**src/rtl/gpo_pkg.sv**
```systemverilog
`timescale 1ns/1ps
package gpo_pkg;

  localparam int GPO_ADDR_W = 4;
  localparam int GPO_PINS   = 8;

  // Pin positions of the diverted functions
  localparam int PIN_RTS = 0;
  localparam int PIN_RXB = 5;
  localparam int PIN_TXA = 6;
  localparam int PIN_TXB = 7;

  // Number of function-select bits kept
  localparam int SEL_BITS = 4;

  // Command nibbles for the request-to-send state
  localparam logic [3:0] CMD_RTS_ON  = 4'h8;
  localparam logic [3:0] CMD_RTS_OFF = 4'h9;

  typedef struct packed {
    logic cmd;
    logic cfg;
    logic set;
    logic clr;
  } wr_sel_t;

endpackage

```
**src/rtl/gpo_bus_decode.sv**
```systemverilog
`timescale 1ns/1ps
module gpo_bus_decode
  import gpo_pkg::*;
#(
  parameter int                ADDR_W   = GPO_ADDR_W,
  parameter logic [ADDR_W-1:0] ADR_CMD  = 'h2,
  parameter logic [ADDR_W-1:0] ADR_CFG  = 'hD,
  parameter logic [ADDR_W-1:0] ADR_SET  = 'hE,
  parameter logic [ADDR_W-1:0] ADR_CLR  = 'hF,
  parameter logic [ADDR_W-1:0] ADR_GO   = 'hE,
  parameter logic [ADDR_W-1:0] ADR_HALT = 'hF
) (
  input  logic              clk,
  input  logic              rst,
  input  logic [ADDR_W-1:0] addr,
  input  logic              wr,
  input  logic              rd,
  output wr_sel_t           wsel,
  output logic              go_pulse,
  output logic              halt_pulse
);

  logic rd_go, rd_halt;

  always_comb begin
    wsel.cmd = wr && (addr == ADR_CMD);
    wsel.cfg = wr && (addr == ADR_CFG);
    wsel.set = wr && (addr == ADR_SET);
    wsel.clr = wr && (addr == ADR_CLR);
    rd_go    = rd && (addr == ADR_GO);
    rd_halt  = rd && (addr == ADR_HALT);
  end

  always_ff @(posedge clk) begin
    if (rst) begin
      go_pulse   <= 1'b0;
      halt_pulse <= 1'b0;
    end else begin
      go_pulse   <= rd_go;
      halt_pulse <= rd_halt;
    end
  end

  // a start read yields a strobe on the next cycle
  a_r7_go_follows_read: assert property (@(posedge clk) disable iff (rst)
    (rd && addr == ADR_GO) |=> go_pulse);
  // a stop read yields a strobe on the next cycle
  a_r7_halt_follows_read: assert property (@(posedge clk) disable iff (rst)
    (rd && addr == ADR_HALT) |=> halt_pulse);
  // a start strobe requires a read strobe in the previous cycle
  a_r7_go_needs_read: assert property (@(posedge clk) disable iff (rst)
    go_pulse |-> $past(rd));

endmodule

```
**src/rtl/gpo_ctrl_regs.sv**
```systemverilog
`timescale 1ns/1ps
module gpo_ctrl_regs
  import gpo_pkg::*;
#(
  parameter int N_PINS = GPO_PINS
) (
  input  logic                clk,
  input  logic                rst,
  input  logic                cfg_we,
  input  logic [SEL_BITS-1:0] cfg_bits,
  input  logic                cmd_we,
  input  logic [3:0]          cmd_nib,
  output logic [N_PINS-1:0]   sel_mask,
  output logic                rts_q
);

  logic [SEL_BITS-1:0] cfg_q;

  always_ff @(posedge clk) begin
    if (rst) begin
      cfg_q <= '0;
    end else if (cfg_we) begin
      cfg_q <= cfg_bits;
    end
  end

  always_ff @(posedge clk) begin
    if (rst) begin
      rts_q <= 1'b0;
    end else if (cmd_we) begin
      if (cmd_nib == CMD_RTS_ON) begin
        rts_q <= 1'b1;
      end else if (cmd_nib == CMD_RTS_OFF) begin
        rts_q <= 1'b0;
      end
    end
  end

  // Spread the select bits over the pin positions
  always_comb begin
    sel_mask          = '0;
    sel_mask[PIN_RTS] = cfg_q[0];
    sel_mask[PIN_RXB] = cfg_q[1];
    sel_mask[PIN_TXA] = cfg_q[2];
    sel_mask[PIN_TXB] = cfg_q[3];
  end

  // the assert command sets the state
  a_r6_rts_on: assert property (@(posedge clk) disable iff (rst)
    (cmd_we && cmd_nib == CMD_RTS_ON) |=> rts_q);
  // the negate command clears the state
  a_r6_rts_off: assert property (@(posedge clk) disable iff (rst)
    (cmd_we && cmd_nib == CMD_RTS_OFF) |=> !rts_q);
  // without a command write the state holds
  a_r6_rts_hold: assert property (@(posedge clk) disable iff (rst)
    !cmd_we |=> $stable(rts_q));
  // the selects change only on a configuration write
  a_r4_sel_hold: assert property (@(posedge clk) disable iff (rst)
    !cfg_we |=> $stable(sel_mask));

endmodule

```
**src/rtl/gpo_latch.sv**
```systemverilog
`timescale 1ns/1ps
module gpo_latch
  import gpo_pkg::*;
#(
  parameter int N_PINS = GPO_PINS
) (
  input  logic              clk,
  input  logic              rst,
  input  logic              set_en,
  input  logic              clr_en,
  input  logic [N_PINS-1:0] data,
  input  logic [N_PINS-1:0] protect,
  output logic [N_PINS-1:0] latch_q
);

  // latch_q bit = 1 means the pin is asserted (driven low)
  for (genvar i = 0; i < N_PINS; i++) begin : g_bit
    logic q;
    logic hit;

    assign hit = data[i] && !protect[i];

    always_ff @(posedge clk) begin
      if (rst) begin
        q <= 1'b0;
      end else if (set_en && hit) begin
        q <= 1'b1;
      end else if (clr_en && hit) begin
        q <= 1'b0;
      end
    end

    assign latch_q[i] = q;

    // set write on an unprotected bit asserts it
    a_r2_set_takes: assert property (@(posedge clk) disable iff (rst)
      (set_en && data[i] && !protect[i]) |=> latch_q[i]);
    // clear write on an unprotected bit negates it
    a_r3_clr_takes: assert property (@(posedge clk) disable iff (rst)
      (clr_en && data[i] && !protect[i]) |=> !latch_q[i]);
    // a protected bit keeps its value through any write
    a_r5_protected_kept: assert property (@(posedge clk) disable iff (rst)
      protect[i] |=> $stable(latch_q[i]));
  end

  // with neither write the latch holds
  a_r3_idle_hold: assert property (@(posedge clk) disable iff (rst)
    !(set_en || clr_en) |=> $stable(latch_q));

endmodule

```
**src/rtl/gpo_pin_mux.sv**
```systemverilog
`timescale 1ns/1ps
module gpo_pin_mux
  import gpo_pkg::*;
#(
  parameter int N_PINS = GPO_PINS
) (
  input  logic [N_PINS-1:0] latch_q,
  input  logic [N_PINS-1:0] alt_q,
  input  logic [N_PINS-1:0] sel,
  output logic [N_PINS-1:0] pin_n
);

  for (genvar i = 0; i < N_PINS; i++) begin : g_pin
    logic asserted;
    assign asserted = sel[i] ? alt_q[i] : latch_q[i];
    assign pin_n[i] = ~asserted;
  end

endmodule

```
**src/rtl/gpo_setclr_port.sv**
```systemverilog
`timescale 1ns/1ps
module gpo_setclr_port
  import gpo_pkg::*;
#(
  parameter int                ADDR_W   = GPO_ADDR_W,
  parameter int                N_PINS   = GPO_PINS,
  parameter logic [ADDR_W-1:0] ADR_CMD  = 'h2,
  parameter logic [ADDR_W-1:0] ADR_CFG  = 'hD,
  parameter logic [ADDR_W-1:0] ADR_SET  = 'hE,
  parameter logic [ADDR_W-1:0] ADR_CLR  = 'hF,
  parameter logic [ADDR_W-1:0] ADR_GO   = 'hE,
  parameter logic [ADDR_W-1:0] ADR_HALT = 'hF
) (
  input  logic              clk,
  input  logic              rst,
  input  logic [ADDR_W-1:0] bus_addr,
  input  logic              bus_wr,
  input  logic              bus_rd,
  input  logic [N_PINS-1:0] bus_wdata,
  input  logic              rxb_ready,
  input  logic              txa_ready,
  input  logic              txb_ready,
  output logic [N_PINS-1:0] port_n,
  output logic              ct_start,
  output logic              ct_stop
);

  localparam int NIB_HI = N_PINS - 1;

  wr_sel_t             wsel;
  logic [N_PINS-1:0]   sel_mask;
  logic [N_PINS-1:0]   latch_q;
  logic [N_PINS-1:0]   alt_vec;
  logic [SEL_BITS-1:0] cfg_bits;
  logic                rts_q;

  gpo_bus_decode #(
    .ADDR_W  (ADDR_W),
    .ADR_CMD (ADR_CMD),
    .ADR_CFG (ADR_CFG),
    .ADR_SET (ADR_SET),
    .ADR_CLR (ADR_CLR),
    .ADR_GO  (ADR_GO),
    .ADR_HALT(ADR_HALT)
  ) i_decode (
    .clk       (clk),
    .rst       (rst),
    .addr      (bus_addr),
    .wr        (bus_wr),
    .rd        (bus_rd),
    .wsel      (wsel),
    .go_pulse  (ct_start),
    .halt_pulse(ct_stop)
  );

  assign cfg_bits = {bus_wdata[PIN_TXB], bus_wdata[PIN_TXA],
                     bus_wdata[PIN_RXB], bus_wdata[PIN_RTS]};

  gpo_ctrl_regs #(
    .N_PINS(N_PINS)
  ) i_ctrl (
    .clk     (clk),
    .rst     (rst),
    .cfg_we  (wsel.cfg),
    .cfg_bits(cfg_bits),
    .cmd_we  (wsel.cmd),
    .cmd_nib (bus_wdata[NIB_HI -: 4]),
    .sel_mask(sel_mask),
    .rts_q   (rts_q)
  );

  gpo_latch #(
    .N_PINS(N_PINS)
  ) i_latch (
    .clk    (clk),
    .rst    (rst),
    .set_en (wsel.set),
    .clr_en (wsel.clr),
    .data   (bus_wdata),
    .protect(sel_mask),
    .latch_q(latch_q)
  );

  always_comb begin
    alt_vec          = '0;
    alt_vec[PIN_RTS] = rts_q;
    alt_vec[PIN_RXB] = rxb_ready;
    alt_vec[PIN_TXA] = txa_ready;
    alt_vec[PIN_TXB] = txb_ready;
  end

  gpo_pin_mux #(
    .N_PINS(N_PINS)
  ) i_mux (
    .latch_q(latch_q),
    .alt_q  (alt_vec),
    .sel    (sel_mask),
    .pin_n  (port_n)
  );

  // the two strobes never fire together under one access per clock
  a_r7_strobes_exclusive: assert property (@(posedge clk) disable iff (rst)
    !(ct_start && ct_stop));
  // a read leaves every latch-driven pin where it was
  a_r3_read_no_pin_change: assert property (@(posedge clk) disable iff (rst)
    (bus_rd && !bus_wr) |=> ($stable(latch_q)));

endmodule

```
**config.mk**
```make
export PLATFORM = sky130hd
export DESIGN_NAME = gpo_setclr_port
export DESIGN_NICKNAME = d
export VERILOG_FILES = /design/src/rtl/gpo_pkg.sv /design/src/rtl/gpo_bus_decode.sv /design/src/rtl/gpo_ctrl_regs.sv /design/src/rtl/gpo_latch.sv /design/src/rtl/gpo_pin_mux.sv /design/src/rtl/gpo_setclr_port.sv
export SDC_FILE = /design/constraint.sdc
export NUM_CORES = 1
export LEC_CHECK = 0
export ABC_AREA = 1
export BUFFER_PORTS_ARGS = -buffer_cell sky130_fd_sc_hd__buf_2
export CAP_MARGIN = 25
export CORE_UTILIZATION = 41
export DETAILED_ROUTE_END_ITERATION = 12
export GPL_ROUTABILITY_DRIVEN = 0
export GPL_TIMING_DRIVEN = 0
export PLACE_DENSITY = 0.84
export SYNTH_ARGS = -nofsm -noshare
export SYNTH_HDL_FRONTEND = slang
export SYNTH_SLANG_ARGS = --single-unit
```
**constraint.sdc**
```tcl
create_clock -name clk -period 0.9 [get_ports clk]
set_clock_uncertainty 0.15 [all_clocks]
set_input_delay 0.045 -clock clk [delete_from_list [all_inputs] [get_ports clk]]
set_output_delay 0.045 -clock clk [all_outputs]
set_load 0.1 [all_outputs]
```
==> metrics.txt, run 1 <==
Peak supply drop=1.078 mV; CP Launch Type=register; Num Clock Sinks=15; area of the mapped netlist=732.0 sq um; Worst EP required=0.70 ns; ys flop type=dfxtp_1; status=finished, violations left; Hold Vio Cnt, Final=9; register area share after synthesis=41.03%; DR pass1 iterations=10; CTS tree=done; pin count of the biggest net entering global routing=11; 1st-iter DRT viols=32; Synth area leaders=dfxtp_1 (41%), nand3_1 (12%), a21oi_1 (8.9%), nand2_1 (8.2%), inv_1 (5.6%); Tcrit/Tclk final=148.2%; Worst Tran Pin Value=0.6361 ns; placed cell areas=979.7 sq um; Ys Warns=0; failing checks=design-rule violations, negative hold slack, negative setup slack; Clock Tree Buf Depth=2; estimated wirelength of the detail-placed design=1.298 mm; mean routed wirelength per cell=14.55 microns; Mapped Cells=99; first-pass GRT wire length=3.829 mm; max-cap viol count=0; setup ws final=-0.4339 ns; NumNets Final=161; critical path class=register to output pin; layout cells sized above 1=58.16%; hold_buf cts=9; chip height=44.25 microns; CP max stage cell=dfxtp_4; Setup violations, final=16; vias per cell=5.333; #FFs+latches synth=15; Layout Cells excl Fill=165; top cell type's share of synthesized area=41.03%; PD cells=1018 nW/um^2; RSZ-0062 raised after global routing=yes; n_diodes=0; initial antenna violation count=0; WP data arrival=1.14 ns; total power draw=1.379 mW; site row count=14; area delta synth->final=85.13%; hold slack=-0.1529 ns; grt ovf=0; Cells after DPL=151; CTS Buf Count=3; Port Buf Inserts=28; FF-to-FF End=i_latch.g_bit[0].q; Clk pin slew, worst setup/hold paths=0.10 ns; syn_area_per_cell=7.393 sq um; design area=1355 sq um; H-tree depth=1; post-route minimum period=1.334 ns; leakage=0.4946 nW; Max Slew Vio Count=0; FF-to-FF setup slack=-0.30 ns; via count=880; Synth top cells by count=nand3_1 (18), nand2_1 (16), dfxtp_1 (15); final wirelength=2.401 mm; worst hold-check path type=primary input to register; Hold Startpoint=rst; count leader, synth=nand3_1; Hold Path Depth=2; fillers=88; Unique masters post-synth=15; DRC violations left=1; Crit Path Max Fanout=2; worst hold path endpoint=i_latch.g_bit[4].q; fmax=749.7 MHz; antenna-violating nets left=0; crit-path cells=mux2i_4 -> buf_12; Crit path largest cell delay=0.38 ns; GR Util All Layers=27.19%; I/O pin count=29; clk_lat worst skew=0.29 ns; vias in the first global route=868; Starting Density=45.92%; Post-Syn Nets=118; Root Buffer=clkbuf_4; die width=44.25 microns; FF-to-FF Start=i_ctrl.cfg_q[0]; FFs w/ async S/R, synth=0%; Slew HR=57.59%; leading area contributor after synthesis=dfxtp_1; R2R depth=6; Critical Path Sink Type=output pin; die area=1958 sq um; CORE AREA=1594 sq um; EDFF count, synth=0
-- report_power, final --
group          total [mW]  switching (mW)  internal [mW]
Sequential          0.670         0.00884          0.661
Combinational       0.295           0.181          0.113
Clock               0.414           0.242          0.173
Total                1.38           0.432          0.947
-- placed cells by master (no fill, tap or decap) --
master / netlist / layout
buf_2: 2 / 17
nand3_1: 18 / 15
nand2_1: 16 / 11
a21oi_2: 0 / 9
buf_6: 0 / 9
nor2_4: 3 / 7
inv_1: 11 / 7
dlygate4sd3_1: 0 / 6
dfxtp_2: 0 / 6
buf_12: 0 / 6
nand2_2: 1 / 5
dfxtp_1: 15 / 5
mux2i_4: 0 / 4
clkinvlp_4: 0 / 4
a21oi_1: 13 / 4
nand4_1: 4 / 4
dfxtp_4: 0 / 4
nand3_2: 0 / 3
nor2_1: 7 / 3
clkbuf_4: 0 / 3
nand2_4: 1 / 2
clkbuf_1: 1 / 2
nor4_2: 0 / 1
or2_2: 1 / 1
nor4_1: 2 / 1
dlymetal6s4s_1: 0 / 1
buf_4: 0 / 1
-- registers in the layout (all words and copies together), names as in the netlist --
signal	flops
i_ctrl.cfg_q	4
i_decode.go_pulse	1
i_ctrl.rts_q	1
i_latch.g_bit.q	8
i_decode.halt_pulse	1
-- critical path: cells and delay by family (launching register included) --
family / cells / cell delay (ns)
buffers and inverters: 1 / 0.20
DFF: 1 / 0.38
muxes: 1 / 0.26
-- cell type report --
| class | count | area, sq um | share of cell area (%) |
|---|---|---|---|
| repair buffers | 38 | 376.6 | 27.79 |
| clock buffers | 4 | 26.28 | 1.939 |
| inverters | 11 | 56.30 | 4.155 |
| plain buffers | 3 | 13.76 | 1.016 |
| flip-flops and latches | 15 | 322.8 | 23.82 |
| multi-input cells | 70 | 529.3 | 39.06 |
| well taps | 24 | 30.03 | 2.216 |
-- stage by stage --
step	utilization [%]	hold WS (ns)	setup TNS [ns]	setup WS [ns]
floorplan	-	-0.04335	-1.434	-0.3264
global placement	61.46	0.1390	-2.652	-0.2995
detailed placement	61.46	0.1470	-2.828	-0.3044
CTS	81.79	-0.1428	-3.497	-0.3936
global route	85.01	-0.1254	-4.070	-0.4395
finish	85.01	-0.1529	-3.730	-0.4339
-- per-layer routing --
layer	routed length [microns]	part of all wire (%)	up-vias	track usage, %
met3	168	7.0	5	3.265
met2	1253	52	43	47.35
met5	0	0	-	0
met4	44	1.8	0	12.73
met1	934	39	417	33.16
li1	-	-	415	-
-- cells by family (layout without fill, tap and decap cells) --
group           Yosys count  in the layout  share of synthesized area, %
compound gates           13             13                         8.889
buf+inv                  14             56                         7.521
mux                       4              4                         5.470
simple gates             53             53                         37.10
flops                    15             15                         41.03
-- repair_timing --
action / 4_1_cts / 5_1_grt
resized for setup: 48 / 21
pin swaps: 2 / 11
setup buffers: 5 / 1
setup endpoints to repair: 14 / 25
hold endpoints to repair: 12 / 9
-- worst max-delay path by stage --
stage                         start   endpoint  slack [ns]
floorplan           i_ctrl.cfg_q[0]  port_n[0]       -0.33
global placement    i_ctrl.cfg_q[0]  port_n[0]       -0.30
detailed placement  i_ctrl.cfg_q[0]  port_n[0]       -0.30
CTS                 i_ctrl.cfg_q[0]  port_n[0]       -0.39
global route        i_ctrl.cfg_q[0]  port_n[0]       -0.44
finish              i_ctrl.cfg_q[0]  port_n[0]       -0.43
Power figures use the tool's default switching activity.
==> run 2, diff against run 1 <==
Settings changed: RECOVER_POWER from default to 25.
==> metrics.txt, run 2 (synthesis results as in run 1) <==
setup tns final=-3.730 ns (unchanged); Worst EP required=0.70 ns (about the same); GR Util All Layers=27.19% (unchanged); Max Slew Vio Count=0 (unchanged); H-tree depth=1 (unchanged); CTS Buf Count=3 (unchanged); total power draw=1.378 mW (about the same); site row count=14 (unchanged); via count=880 (unchanged); Regs by FF count=i_latch.g_bit.q (8), i_ctrl.cfg_q (4); CTS tree=done; Clk pin slew, worst setup/hold paths=0.10 ns (about the same); I/O pin count=29 (unchanged); Starting Density=45.92% (unchanged); Clock Tree Buf Depth=2 (unchanged); PD cells=1019 nW/um^2 (about the same); Tcrit/Tclk final=148.2% (unchanged); CORE AREA=1594 sq um (unchanged); worst hold-check path type=primary input to register; die area=1958 sq um (unchanged); max FFs per register=8 (unchanged); R2R depth=6 (unchanged); most flop-heavy register=i_latch.g_bit.q; leakage=0.4942 nW (about the same); failing checks=design-rule violations, negative hold slack, negative setup slack; fillers=88 (unchanged); antenna-violating nets left=0 (unchanged); critical path class=register to output pin; initial antenna violation count=0 (unchanged); Slew HR=57.59% (unchanged); commonest non-fill, non-tap cell in the layout=buf_2; DR pass1 iterations=10 (unchanged); layout cells sized above 1=57.45% (-0.71 points); final wirelength=2.401 mm (unchanged); hold_buf cts=9 (unchanged); area occupied by registers=322.8 sq um (unchanged); Hold Path Depth=2 (unchanged); WP data arrival=1.14 ns (about the same); n_diodes=0 (unchanged); vias per cell=5.333 (unchanged); die width=44.25 microns (unchanged); CP Launch Type=register; post-route minimum period=1.334 ns (unchanged); clk_lat worst skew=0.29 ns (about the same); Peak supply drop=1.078 mV (about the same); Setup violations, final=16 (unchanged); area delta synth->final=84.79%; vias in the first global route=868 (unchanged); grt ovf=0 (unchanged); pin count of the biggest net entering global routing=11 (unchanged); chip height=44.25 microns (unchanged); NumNets Final=161 (unchanged); hold slack=-0.1528 ns (+0.00001800 ns); Crit Path Max Fanout=2 (unchanged); 1st-iter DRT viols=32 (unchanged); footprint of the multi-input gates=526.8 sq um (-0.47%); Worst Tran Pin Value=0.6361 ns (unchanged); Root Buffer=clkbuf_4; estimated wirelength of the detail-placed design=1.298 mm (unchanged); Critical Path Sink Type=output pin; RSZ-0062 raised after global routing=yes; commonest non-fill, non-tap cells in the layout=buf_2 (17), nand3_1 (15), nand2_1 (12); fmax=749.7 MHz (unchanged); mean routed wirelength per cell=14.55 microns (unchanged); status=finished, violations left; Num Clock Sinks=15 (unchanged); max-cap viol count=0 (unchanged); DRC violations left=1 (unchanged); setup ws final=-0.4339 ns (unchanged); Port Buf Inserts=28 (unchanged); post-layout util=84.85% (-0.16 points); Hold Vio Cnt, Final=9 (unchanged); first-pass GRT wire length=3.829 mm (unchanged)
[run 2: cell types whose count changed in the layout (fill, tap and decap cells not counted)]
cell     previous run  this run
nand2_1            11        12
nand2_2             5         4
[run 2: critical path, cell delays in order, from the launching register on]
cell and delay [ns]:
dfxtp_4 0.38, mux2i_4 0.26, buf_12 0.20
[run 2: final cells by class]
| type | instances | area share, % |
|---|---|---|
| buffer | 3 | 1.018 |
| sequential | 15 | 23.87 |
| timing repair buffer | 38 | 27.84 |
| inverter | 11 | 4.163 |
| tap | 24 | 2.220 |
| clock buffer | 4 | 1.943 |
| multi-input combinational | 70 | 38.95 |
[run 2: timing repair]
action | 4_1_cts | 5_1_grt
resized for setup | 48 | 21
setup endpoints to repair | 14 | 25
pin swaps | 2 | 11
setup buffers | 5 | 1
endpoints found under the hold margin | 12 | 9
[run 2: where the power goes]
| part | switching (mW) | internal [mW] | leakage (nW) | total [mW] |
|---|---|---|---|---|
| Sequential | 0.00884 | 0.661 | 0.127 | 0.670 |
| Clock | 0.242 | 0.173 | 0.0150 | 0.414 |
| Combinational | 0.181 | 0.113 | 0.352 | 0.293 |
| Total | 0.431 | 0.947 | 0.494 | 1.38 |
[run 2: final timing paths]
path | from | to | slack, ns
min reg2reg | i_latch.g_bit[2].q | i_latch.g_bit[2].q | 0.34
max reg2reg | i_ctrl.cfg_q[0] | i_latch.g_bit[0].q | -0.30
min | rst | i_latch.g_bit[4].q | -0.15
max | i_ctrl.cfg_q[0] | port_n[0] | -0.43
[run 2: metrics by stage]
step	hold slack, ns	std cells	setup WS, ns	area (sq um)
3_3_place_gp	0.1390	151	-0.2995	979.7
6_report	-0.1528	165	-0.4339	1353
3_5_place_dp	0.1470	151	-0.3044	979.7
2_1_floorplan	-0.04335	99	-0.3264	809.5
5_1_grt	-0.1254	165	-0.4395	1353
4_1_cts	-0.1428	169	-0.3936	1304
[run 2: routing by layer]
metal,global-route usage [%],vias up,routed length [microns]
met4,12.73,0,44
li1,-,415,-
met1,33.16,417,934
met2,47.35,43,1253
met3,3.265,5,168
met5,0,-,0
==> run 3, diff against run 2 <==
Settings changed: CTS_BUF_LIST from default to sky130_fd_sc_hd__clkbuf_4 sky130_fd_sc_hd__clkbuf_8 sky130_fd_sc_hd__clkbuf_16.
==> metrics.txt, run 3 (synthesis results as in run 1) <==
n_diodes=0 (unchanged); commonest non-fill, non-tap cell in the layout=buf_2; initial antenna violation count=0 (unchanged); P_int=976.4 uW (+3.1%); CP max stage cell=dfxtp_4; grt ovf=0 (unchanged); Setup violations, final=17 (+1); Critical Path Sink Type=output pin; Hold Vio Cnt, Final=9 (unchanged); Crit Path Max Fanout=2 (unchanged); layout cells sized above 1=58.57% (+1.1 points); first-pass GRT wire length=4.084 mm (+6.7%); Peak supply drop=0.9151 mV (-15%); post-route minimum period=1.322 ns (-0.01205 ns); mean routed wirelength per cell=15.65 microns (+7.5%); status=finished, violations left; Num Clock Sinks=15 (unchanged); CTS Buf Count=3 (unchanged); sequential share of power=47.3% (-1.3 points); Regs by FF count=i_latch.g_bit.q (8), i_ctrl.cfg_q (4); commonest non-fill, non-tap cells in the layout=buf_2 (17), nand3_1 (15), nand2_1 (10); CORE AREA=1594 sq um (unchanged); Clock Power Share=31.8% (+1.7 points); site row count=14 (unchanged); fmax=756.5 MHz (+0.91%); pin count of the biggest net entering global routing=11 (unchanged); leakage=0.4905 nW (-0.74%); RSZ-0062 raised after global routing=yes; max-cap viol count=0 (unchanged); critical path class=register to output pin; Clock Tree Buf Depth=2 (unchanged); Starting Density=45.92% (unchanged); worst hold-check path type=primary input to register; Logic pwr share=20.9% (-0.4 points); crit-path cells=mux2i_4 -> buf_12; sw frac=31.08% (-0.21 points); area delta synth->final=82.91%; Clk pin slew, worst setup/hold paths=0.10 ns (about the same); die area=1958 sq um (unchanged); failing checks=design-rule violations, negative hold slack, negative setup slack; Worst Tran Pin Value=0.6762 ns (+0.04011 ns); CP Launch Type=register; hold slack=-0.1554 ns (-0.002536 ns); Root Buffer=clkbuf_4; CTS tree=done; vias per cell=5.567 (+4.4%); max FFs per register=8 (unchanged); vias in the first global route=896 (+3.2%); via count=913 (+3.8%); P_sw=440.3 uW (+2.1%); hold_buf cts=9 (unchanged); Worst EP required=0.70 ns (about the same); Slew HR=54.92% (-2.7 points); NumNets Final=160 (-0.62%); die width=44.25 microns (unchanged); estimated wirelength of the detail-placed design=1.298 mm (unchanged); Tcrit/Tclk final=146.9% (-1.3 points); chip height=44.25 microns (unchanged); DR pass1 iterations=10 (unchanged); GR Util All Layers=28.46% (+1.3 points); antenna-violating nets left=0 (unchanged); H-tree depth=1 (unchanged); 1st-iter DRT viols=32 (unchanged); WP data arrival=1.13 ns (about the same); Max Slew Vio Count=0 (unchanged); setup tns final=-3.649 ns (+0.08100 ns); Port Buf Inserts=28 (unchanged); most flop-heavy register=i_latch.g_bit.q; Crit path largest cell delay=0.39 ns (about the same); PD cells=1058 nW/um^2 (+3.9%); DRC violations left=1 (unchanged); setup ws final=-0.4219 ns (+0.01205 ns); clk_lat worst skew=0.30 ns (about the same); final wirelength=2.566 mm (+6.9%); I/O pin count=29 (unchanged)
==> run 3: cell count changes in the layout (fill, tap and decap cells not counted), sizes merged <==
| cell | delta |
|---|---|
| buf | -1 |
==> run 3: area by class of cell <==
class | count | area (sq um)
Sequential cell | 15 | 322.8
Clock buffer | 4 | 30.03
Tap cell | 24 | 30.03
Inverter | 11 | 56.30
Buffer | 3 | 13.76
Timing Repair Buffer | 37 | 365.4
Multi-Input combinational cell | 70 | 520.5
Fill cell | 85 | 255.2
==> run 3: through the flow <==
step	power (mW)	instances	setup slack [ns]	area, sq um	util (%)
finish	1.417	164	-0.4219	1339	83.99
floorplan	0.8222	99	-0.3264	809.5	-
global route	1.440	164	-0.4270	1339	83.99
detailed placement	0.9058	151	-0.3044	979.7	61.46
global placement	0.9011	151	-0.2995	979.7	61.46
CTS	1.365	169	-0.3912	1308	82.03
==> run 3: final timing paths <==
kind                            cells past startpoint                from            endpoint  slack (ns)
worst max register to register                      5     i_ctrl.cfg_q[3]  i_latch.g_bit[7].q       -0.22
worst min-delay path                                2                 rst  i_latch.g_bit[4].q       -0.16
worst max-delay path                                2     i_ctrl.cfg_q[3]           port_n[7]       -0.42
worst min register to register                      2  i_latch.g_bit[2].q  i_latch.g_bit[2].q        0.34
==> run 3: worst max-delay path: cells and delay by family (launching register included) <==
kind,cells,cell delay [ns]
buffers and inverters,1,0.19
DFF,1,0.39
muxes,1,0.24
==> run 3: timing repair <==
| action | in CTS | in global routing |
|---|---|---|
| endpoints found under the hold margin | 12 | 9 |
| pin swaps | 2 | 13 |
| buffers inserted | 5 | 0 |
| gates resized for setup | 48 | 20 |
| setup endpoints to repair | 14 | 25 |
==> run 3: power by group through the flow <==
stage                     sequential (mW)  clock, mW  combinational, mW
after global placement              0.695          0              0.206
after floorplan                     0.701          0              0.121
after detailed placement            0.696          0              0.210
after CTS                           0.669      0.418              0.278
after global routing                0.671      0.456              0.313
final                               0.670      0.451              0.296
==> run 3: metal layers <==
layer	GRT usage, %	part of all wire [%]	up-vias
met4	16.36	3.7	0
met3	5.306	6.9	10
met5	0	0	-
met1	33.93	37	431
li1	-	-	420
met2	47.65	52	52
